## src/rtl/tone_evt_pkg.sv

```systemverilog
// Shared constants for the tone decoder event interrupt controller.
// Bit positions and register addresses are fixed by the host protocol.
package tone_evt_pkg;
    localparam int EVT_N    = 6;
    localparam int DATA_W   = 8;
    localparam int ADDR_W   = 8;
    localparam int CHAN_W   = 4;
    localparam int PREFIX_W = 12;

    // Status / mask bit positions
    localparam int BIT_VOX     = 0;
    localparam int BIT_OFFTONE = 1;
    localparam int BIT_DCS     = 2;
    localparam int BIT_CTCSS   = 3;
    localparam int BIT_SELCALL = 4;
    localparam int BIT_DTMF    = 5;
    localparam int BIT_MASTER  = 6;

    // Register addresses
    localparam logic [ADDR_W-1:0] ADR_MASK = 8'h22;
    localparam logic [ADDR_W-1:0] ADR_STAT = 8'h23;
    localparam logic [ADDR_W-1:0] ADR_CHAN = 8'h2E;
    localparam logic [ADDR_W-1:0] ADR_TAIL = 8'h30;

    // Fixed upper part of the notification frame
    localparam logic [PREFIX_W-1:0] NOTE_PREFIX = 12'h100;

    // Status bits that latch until a tail-tone reset
    localparam logic [EVT_N-1:0] STICKY_BITS = 6'b000010;
endpackage

```

## src/rtl/tev_input_stage.sv

```systemverilog
// Input register stage.
// Registers every raw input bit once so that later edge comparison works
// on clean, clock-aligned values. Assumes inputs are already in the clock
// domain of clk (no metastability handling needed here).
module tev_input_stage #(
    parameter int W = 11
) (
    input  logic         clk,
    input  logic         rst_n,
    input  logic [W-1:0] d_in,
    output logic [W-1:0] q_out
);
    for (genvar i = 0; i < W; i++) begin : g_bit
        // One flop per input bit, cleared on reset
        always_ff @(posedge clk) begin
            if (!rst_n) q_out[i] <= 1'b0;
            else        q_out[i] <= d_in[i];
        end
    end
endmodule

```

## src/rtl/tev_status.sv

```systemverilog
// Status tracker.
// Builds the next status byte from the registered raw levels. Bits named in
// STICKY hold once set until the tail-tone reset. Also keeps the CTCSS
// tail flag and captures the selective-call channel on the rising edge of
// the selective-call status bit. Assumes tail_rst is a single-cycle strobe.
module tev_status #(
    parameter int                 N       = 6,
    parameter int                 CW      = 4,
    parameter int                 SEL_BIT = 4,
    parameter logic [N-1:0]       STICKY  = 6'b000010
) (
    input  logic          clk,
    input  logic          rst_n,
    input  logic [N-1:0]  sync_evt,
    input  logic          sync_tail,
    input  logic [CW-1:0] sync_chan,
    input  logic          tail_rst,
    output logic [N-1:0]  stat_q,
    output logic [N-1:0]  stat_nxt,
    output logic          tail_q,
    output logic [CW-1:0] chan_q
);
    logic sel_rise;

    for (genvar i = 0; i < N; i++) begin : g_stat
        if (STICKY[i]) begin : g_sticky
            // Latched bit: reset command wins over a set in the same cycle
            always_comb stat_nxt[i] = tail_rst ? 1'b0 : (stat_q[i] | sync_evt[i]);
        end else begin : g_level
            // Level bit follows the registered raw input
            always_comb stat_nxt[i] = sync_evt[i];
        end
    end

    // Detect the selective-call status becoming active
    always_comb sel_rise = stat_nxt[SEL_BIT] & ~stat_q[SEL_BIT];

    // Status byte register
    always_ff @(posedge clk) begin
        if (!rst_n) stat_q <= '0;
        else        stat_q <= stat_nxt;
    end

    // CTCSS tail-tone flag: set by detector, cleared by reset command
    always_ff @(posedge clk) begin
        if (!rst_n)        tail_q <= 1'b0;
        else if (tail_rst) tail_q <= 1'b0;
        else if (sync_tail) tail_q <= 1'b1;
    end

    // Channel capture on a fresh selective-call decode
    always_ff @(posedge clk) begin
        if (!rst_n)        chan_q <= '0;
        else if (sel_rise) chan_q <= sync_chan;
    end
endmodule

```

## src/rtl/tev_irq_gen.sv

```systemverilog
// Interrupt request generator.
// Compares the next status byte with the current one, keeps the changes
// that are enabled in the mask, and sets a pending flag when the master
// enable is on. An acknowledge clears the flag unless a new enabled change
// arrives at the same edge. Assumes ack is a single-cycle strobe.
module tev_irq_gen #(
    parameter int N = 6
) (
    input  logic         clk,
    input  logic         rst_n,
    input  logic [N-1:0] stat_q,
    input  logic [N-1:0] stat_nxt,
    input  logic [N:0]   mask_en,
    input  logic         ack,
    output logic         irq
);
    logic [N-1:0] chg_en;
    logic         raise;
    logic         pend_q;

    // Enabled changes in either direction
    always_comb chg_en = (stat_nxt ^ stat_q) & mask_en[N-1:0];
    // Request only when the master enable is on
    always_comb raise = mask_en[N] & (|chg_en);

    // Pending flag: a new request outranks an acknowledge
    always_ff @(posedge clk) begin
        if (!rst_n)     pend_q <= 1'b0;
        else if (raise) pend_q <= 1'b1;
        else if (ack)   pend_q <= 1'b0;
    end

    always_comb irq = pend_q;
endmodule

```

## src/rtl/tev_regfile.sv

```systemverilog
// Host register access.
// Holds the mask register, decodes the acknowledge read and multiplexes the
// read data. Status, channel and tail registers are read-only here; writes
// to them are dropped. Assumes one access per cycle.
module tev_regfile #(
    parameter int N  = 6,
    parameter int CW = 4,
    parameter int AW = 8,
    parameter int DW = 8
) (
    input  logic          clk,
    input  logic          rst_n,
    input  logic          reg_wr,
    input  logic          reg_rd,
    input  logic [AW-1:0] reg_addr,
    input  logic [DW-1:0] reg_wdata,
    input  logic [N-1:0]  stat_q,
    input  logic [CW-1:0] chan_q,
    input  logic          tail_q,
    output logic [DW-1:0] mask_q,
    output logic          ack,
    output logic [DW-1:0] reg_rdata
);
    import tone_evt_pkg::*;

    // Mask register write
    always_ff @(posedge clk) begin
        if (!rst_n)                            mask_q <= '0;
        else if (reg_wr && reg_addr == ADR_MASK) mask_q <= reg_wdata;
    end

    // Acknowledge is a read of the status register
    always_comb ack = reg_rd && (reg_addr == ADR_STAT);

    // Read multiplexer, unknown addresses read zero
    always_comb begin
        unique case (reg_addr)
            ADR_MASK: reg_rdata = mask_q;
            ADR_STAT: reg_rdata = {{(DW-N){1'b0}}, stat_q};
            ADR_CHAN: reg_rdata = {{(DW-CW){1'b0}}, chan_q};
            ADR_TAIL: reg_rdata = {{(DW-1){1'b0}}, tail_q};
            default:  reg_rdata = '0;
        endcase
    end
endmodule

```

## src/rtl/tone_evt_irq_ctrl.sv

```systemverilog
// Tone decoder event interrupt controller, top level.
// Registers raw decoder levels, tracks the status byte and sticky flags,
// raises an edge-triggered interrupt request and exposes the notification
// frame and the host registers. Synchronous active-low reset.
module tone_evt_irq_ctrl
    import tone_evt_pkg::*;
#(
    parameter int EVT_W   = EVT_N,
    parameter int CHW     = CHAN_W,
    parameter int AW      = ADDR_W,
    parameter int DW      = DATA_W,
    parameter int PW      = PREFIX_W
) (
    input  logic              clk,
    input  logic              rst_n,
    input  logic [EVT_W-1:0]  evt_raw,
    input  logic              ctcss_tail_in,
    input  logic [CHW-1:0]    selcall_chan,
    input  logic              reg_wr,
    input  logic              reg_rd,
    input  logic [AW-1:0]     reg_addr,
    input  logic [DW-1:0]     reg_wdata,
    input  logic              tail_rst,
    output logic              irq,
    output logic [PW+DW-1:0]  note_word,
    output logic [DW-1:0]     reg_rdata
);
    localparam int IN_W = EVT_W + 1 + CHW;

    logic [IN_W-1:0]  sync_bus;
    logic [EVT_W-1:0] sync_evt;
    logic             sync_tail;
    logic [CHW-1:0]   sync_chan;
    logic [EVT_W-1:0] stat_q;
    logic [EVT_W-1:0] stat_nxt;
    logic             tail_q;
    logic [CHW-1:0]   chan_q;
    logic [DW-1:0]    mask_q;
    logic             ack;

    tev_input_stage #(.W(IN_W)) u_in (
        .clk   (clk),
        .rst_n (rst_n),
        .d_in  ({selcall_chan, ctcss_tail_in, evt_raw}),
        .q_out (sync_bus)
    );

    // Split the registered bus back into its fields
    always_comb begin
        sync_evt  = sync_bus[EVT_W-1:0];
        sync_tail = sync_bus[EVT_W];
        sync_chan = sync_bus[IN_W-1:EVT_W+1];
    end

    tev_status #(
        .N       (EVT_W),
        .CW      (CHW),
        .SEL_BIT (BIT_SELCALL),
        .STICKY  (STICKY_BITS)
    ) u_stat (
        .clk       (clk),
        .rst_n     (rst_n),
        .sync_evt  (sync_evt),
        .sync_tail (sync_tail),
        .sync_chan (sync_chan),
        .tail_rst  (tail_rst),
        .stat_q    (stat_q),
        .stat_nxt  (stat_nxt),
        .tail_q    (tail_q),
        .chan_q    (chan_q)
    );

    tev_irq_gen #(.N(EVT_W)) u_irq (
        .clk      (clk),
        .rst_n    (rst_n),
        .stat_q   (stat_q),
        .stat_nxt (stat_nxt),
        .mask_en  (mask_q[EVT_W:0]),
        .ack      (ack),
        .irq      (irq)
    );

    tev_regfile #(.N(EVT_W), .CW(CHW), .AW(AW), .DW(DW)) u_regs (
        .clk       (clk),
        .rst_n     (rst_n),
        .reg_wr    (reg_wr),
        .reg_rd    (reg_rd),
        .reg_addr  (reg_addr),
        .reg_wdata (reg_wdata),
        .stat_q    (stat_q),
        .chan_q    (chan_q),
        .tail_q    (tail_q),
        .mask_q    (mask_q),
        .ack       (ack),
        .reg_rdata (reg_rdata)
    );

    // Notification frame: fixed prefix and current status byte
    always_comb note_word = {NOTE_PREFIX, {(DW-EVT_W){1'b0}}, stat_q};
endmodule

```

## config.mk

```make
export PLATFORM = sky130hd
export DESIGN_NAME = tone_evt_irq_ctrl
export DESIGN_NICKNAME = d
export VERILOG_FILES = /design/src/rtl/tone_evt_pkg.sv /design/src/rtl/tev_input_stage.sv /design/src/rtl/tev_status.sv /design/src/rtl/tev_irq_gen.sv /design/src/rtl/tev_regfile.sv /design/src/rtl/tone_evt_irq_ctrl.sv
export SDC_FILE = /design/constraint.sdc
export NUM_CORES = 1
export LEC_CHECK = 0
export ABC_AREA = 1
export CAP_MARGIN = 10
export CORE_MARGIN = 4
export CORE_UTILIZATION = 40
export DETAILED_ROUTE_END_ITERATION = 10
export PLACE_DENSITY = 0.86
export RECOVER_POWER = 100
export SETUP_SLACK_MARGIN = 0.3
export SYNTH_ARGS = -nofsm -noshare
export SYNTH_HDL_FRONTEND = slang
export SYNTH_SLANG_ARGS = --single-unit
```

## constraint.sdc

```tcl
create_clock -name clk -period 1.39 [get_ports clk]
set_input_delay 0.278 -clock clk [delete_from_list [all_inputs] [get_ports clk]]
set_output_delay 0.278 -clock clk [all_outputs]
set_load 0.01 [all_outputs]
```

; Yosys cells after proc, flatten, opt, wreduce, memory -nomap -nowiden
; Index checks and enable logic that the tools add are counted.
[totals]
out_inout_bits = 29
register_bits = 31
elab_cells = 36
input_bits = 32
[op_classes]
eq_ne = 4
n_mux = 4
bitwise = 7
reduce_logical = 5
[op_table]
columns = operator, n
row1 = 8-bit by 6-bit == test with 1-bit output (second input constant), 4
row2 = 8-bit one-hot mux with 4 select lines, 1
row3 = 6-bit AND, 1
row4 = 6-bit OR reduction, 1
row5 = 6-bit bitwise XOR, 1
row6 = 1-bit two-way mux, 3
row7 = 1-bit AND, 2
row8 = 1-bit logical AND, 2
row9 = 1-bit NOT, 2
row10 = 2-bit nonzero test, 1
row11 = 2-bit OR reduction, 1
row12 = 1-bit bitwise OR, 1

; Longest topological paths before layout
[depth]
ltp_word = 7
ltp_mapped = 8
ltp_nobuf = 8

; Hierarchy
; Synthesis repeated with hierarchy kept, for this count alone.
[hier_totals]
cells_unflattened = 260
hier_area_um2 = 1680.4
[by_module_without_submodules]
columns = module, instances, area_per_inst_um2, cells_each
row1 = tev_regfile, 1, 658.1, 115
row2 = tev_status, 1, 431.7, 58
row3 = tev_input_stage, 1, 314.1, 34
row4 = tev_irq_gen, 1, 163.9, 37
row5 = tone_evt_irq_ctrl, 1, 112.6, 16

; Worst setup path after synthesis
; OpenSTA, ideal clock, no wires.
[synth_timing]
kind = input port to output port
from = input reg_addr[3]
to = output reg_rdata[4]
required_ps = 1112
path_slack_ps = 141
t_arrival_ps = 971
n_path_buf = 0
stages = 7
cell_sequence = nor2_2 > inv_2 > nor2_1 > nand2_1 > nor2_2 > nand2_1 > o21ai_0
[synth_between]
elab_chain_len = 2
[synth_rtl]
columns = element, line
row1 = from (decl), tone_evt_irq_ctrl.sv:21  ; input logic [AW-1:0] reg_addr,
row2 = 8-bit by 6-bit == test with 1-bit output, tev_regfile.sv:37  ; unique case (reg_addr)
row3 = 8-bit one-hot mux with 4 select lines *, tev_regfile.sv:37
row4 = to (decl), tone_evt_irq_ctrl.sv:26  ; output logic [DW-1:0] reg_rdata
; Mark *: on every way between the ends. The rest lies on a longest branch, timed or not.

; Worst setup path in the final report
[layout_timing]
from = input reg_addr[7]
to = output reg_rdata[1]
; The elaborated chain is that of the path after synthesis.

==> results.cfg <==
[sta]
hold_viol = 0
max_freq_mhz = 671
period_share_pct = 107
rsz0062_at_grt = true
final.setup.worst_slack_ns = -0.0995
timing.final.crit_period_ns = 1.49
clock_skew_ns = 0.0118
final_max_slew_viol_count = 0
setup_viol_count_final = 6

[clock_tree]
holdBufCountCts = 0
clk_pin_slew_ns = 0.10
clk_latency_ns = 0.34
cts_num_sinks = 31
cts_buffer_depth = 2
cts_tree = done
htree_levels = 2
cts_made_buffers = 5
cts-root-buf = clkbuf_4

[setup_path]
worst_path_dominant_cell_family = simple AND/OR/NAND/NOR gates
cp.depth = 7
r2r_end = u_irq.irq
cp-start-kind = input pin
worstPathMaxFanout = 4
worstPathRequired_ns = 1.11
r2r_slack_ns = 0.18
path_buf_inv = 3
cp-startpoint = reg_addr[7]
crit_slowest_cell = o211ai_1
end_kind = output port
rr_startpoint = u_stat.stat_q[4]
crit_type = input pin to output port
cpPeakStageDelay_ns = 0.23
reg2reg_depth = 7
worstPathArrival_ns = 1.21
crit_chain = buf_6 -> nor2_4 -> nand2_4 -> inv_4 -> nand4_1 -> o211ai_1 -> buf_2

[run_status]
outcome = finished, violations left
violations = negative setup slack

[flow_run]
max_cap_violations = 0

[cells_and_area]
post-route-util_pct = 66.0
n_antenna_cell = 0
fill_cells = 284
multiInputGateArea_um2 = 697
final_cell_area_um2 = 2250
areaGrowthSynthToFinish_pct = 56.6
drive_above_1_share_pct = 31.4
register_area_um2 = 621
nNetsFinal = 309
final_common_cell = nand2_1
final_cell_mix = nand2_1 (42), dfxtp_1 (31), inv_1 (30)

[die]
dieArea_um2 = 4620
die_w_um = 68.0
start_util_pct = 42.1
coreArea_um2 = 3420
die_h_um = 68.0
rows = 21
ios = 61

[drt]
drt-wirelength-per-cell_um = 12.2
ant_nets = 0
wl_mm = 3.94
vias = 1461
drcViolationCount = 0
firstDrtPassIters = 4
drt_iter0_markers = 46
via_per_inst = 4.52

[pwr]
p_total_mw = 1.83
p_leak_nw = 1.12
p_switching_uw = 454
p_int_mw = 1.37
swShare_pct = 24.8
combPwrFrac_pct = 15.7
clkPwrFrac_pct = 33.0
peakVddDrop_mv = 0.594
power-per-cell-area_nw_per_um2 = 811
pwr-share-seq_pct = 51.4

[placed_design]
placed_cell_area_um2 = 2040
portBuffers = 46
dp_hpwl_mm = 2.62
gp_congestion = 0.850

[synth]
synth-compound-area-share_pct = 11.0
synth_top_family_by_area = simple AND/OR/NAND/NOR gates
synthMuxAreaShare_pct = 0
ys_warn_count = 0
yosysSeqAreaShare_pct = 43.1
yosys.cell_types.count = 25
ys_ff_latch = 31
synthSimpleGateAreaFrac_pct = 25.4
yosys.area_share.adder_pct = 0.870
synthCells = 201
yosys.area_share.xor_xnor_pct = 0
synth.avg_cell_area_um2 = 7.16
netlist_area_um2 = 1440

[global_routing]
overflow = 0
antenna_found_initial = 0
grt_pass1_vias = 1401
grt_use_total_pct = 18.0
grt_max_degree = 28
grt_first_pass_wirelength_mm = 6.11

[worst_hold_path]
hold_depth = 5
hp-start = reg_addr[0]
min_to = u_irq.irq
hold_class = input pin to register
==> kinds of logic after synthesis <==
family / after synthesis
buffers and inverters: 56
other: 2
adder cells (fa/ha/maj): 1
flip-flops: 31
AO/OA/AOI/OAI: 28
AND/OR/NAND/NOR: 83
==> registers in the layout (all words and copies together) (netlist names) <==
name and cells:
u_stat.tail_q 1, u_stat.stat_q 6, u_stat.chan_q 4, u_regs.mask_q 8
u_in.q_out 11, u_irq.irq 1
==> how the worst max path moves through the flow <==
stage,endpoint,slack [ns]
3_5_place_dp,reg_rdata[3],-0.94
3_3_place_gp,reg_rdata[4],-0.92
2_1_floorplan,reg_rdata[3],0.20
4_1_cts,reg_rdata[3],-0.11
5_1_grt,reg_rdata[2],-0.14
6_report,reg_rdata[1],-0.1
==> Yosys cell counts <==
library cell / number / area, um^2
a21oi_1: 12 / 60.1
a21oi_2: 1 / 8.76
buf_1: 1 / 3.75
buf_2: 2 / 10.0
buf_4: 14 / 105
buf_6: 1 / 11.3
clkinv_2: 1 / 5.00
conb_1: 2 / 7.51
dfxtp_1: 31 / 621
ha_1: 1 / 12.5
inv_1: 34 / 128
inv_2: 3 / 11.3
nand2_1: 45 / 169
nand2_2: 2 / 12.5
nand3_1: 5 / 25.0
nand3_4: 1 / 17.5
nand4_1: 4 / 25.0
nor2_1: 19 / 71.3
nor2_2: 2 / 12.5
nor2_4: 1 / 11.3
nor3_1: 3 / 15.0
o211ai_1: 3 / 22.5
o21ai_0: 10 / 50.1
o21ai_2: 2 / 17.5
or2_2: 1 / 6.26
==> worst min-delay path: cells and delay by family <==
family                 cells  cell delay (ns)
buffers and inverters      2             0.21
and+or+nand+nor            2             0.15
AOI/OAI and AO/OA          1             0.05
==> layer usage <==
layer  GRT usage (%)  share of wire [%]  vias to the layer above
met3            6.57                6.8                       14
met2            32.4                 51                       51
li1                -                  -                      737
met4            9.18                3.4                        0
met5               0                  0                        -
met1            17.9                 39                      659
==> cell type report <==
class	count	share of cell area, %
clock inverters	1	0.333
inverters	38	6.66
clock buffers	7	2.89
repair buffers	73	29.1
flip-flops and latches	31	27.5
multi-input cells	127	30.9
well taps	46	2.55
==> power groups by stage <==
stage	Combinational, mW	Sequential (mW)	Clock (mW)
finish	0.286	0.939	0.602
CTS	0.277	0.941	0.612
floorplan	0.121	0.959	0
detailed placement	0.251	0.958	0
global route	0.311	0.944	0.659
global placement	0.247	0.956	0
==> timing repair <==
item,CTS,global route
cloned,1,0
endpoints found under the setup margin,24,21
pin swaps,23,21
setup buffers,7,3
resized for setup,127,23
==> stage by stage <==
step | cells | setup WS (ns) | hold WS (ns) | setup TNS (ns)
3_5_place_dp | 304 | -0.940 | 0.433 | -9.49
6_report | 323 | -0.0995 | 0.387 | -0.472
4_1_cts | 320 | -0.109 | 0.383 | -0.557
3_3_place_gp | 304 | -0.922 | 0.418 | -9.08
5_1_grt | 323 | -0.138 | 0.400 | -0.799
2_1_floorplan | 213 | 0.195 | 0.357 | 0
No activity file was read; power rests on OpenSTA's default activity.
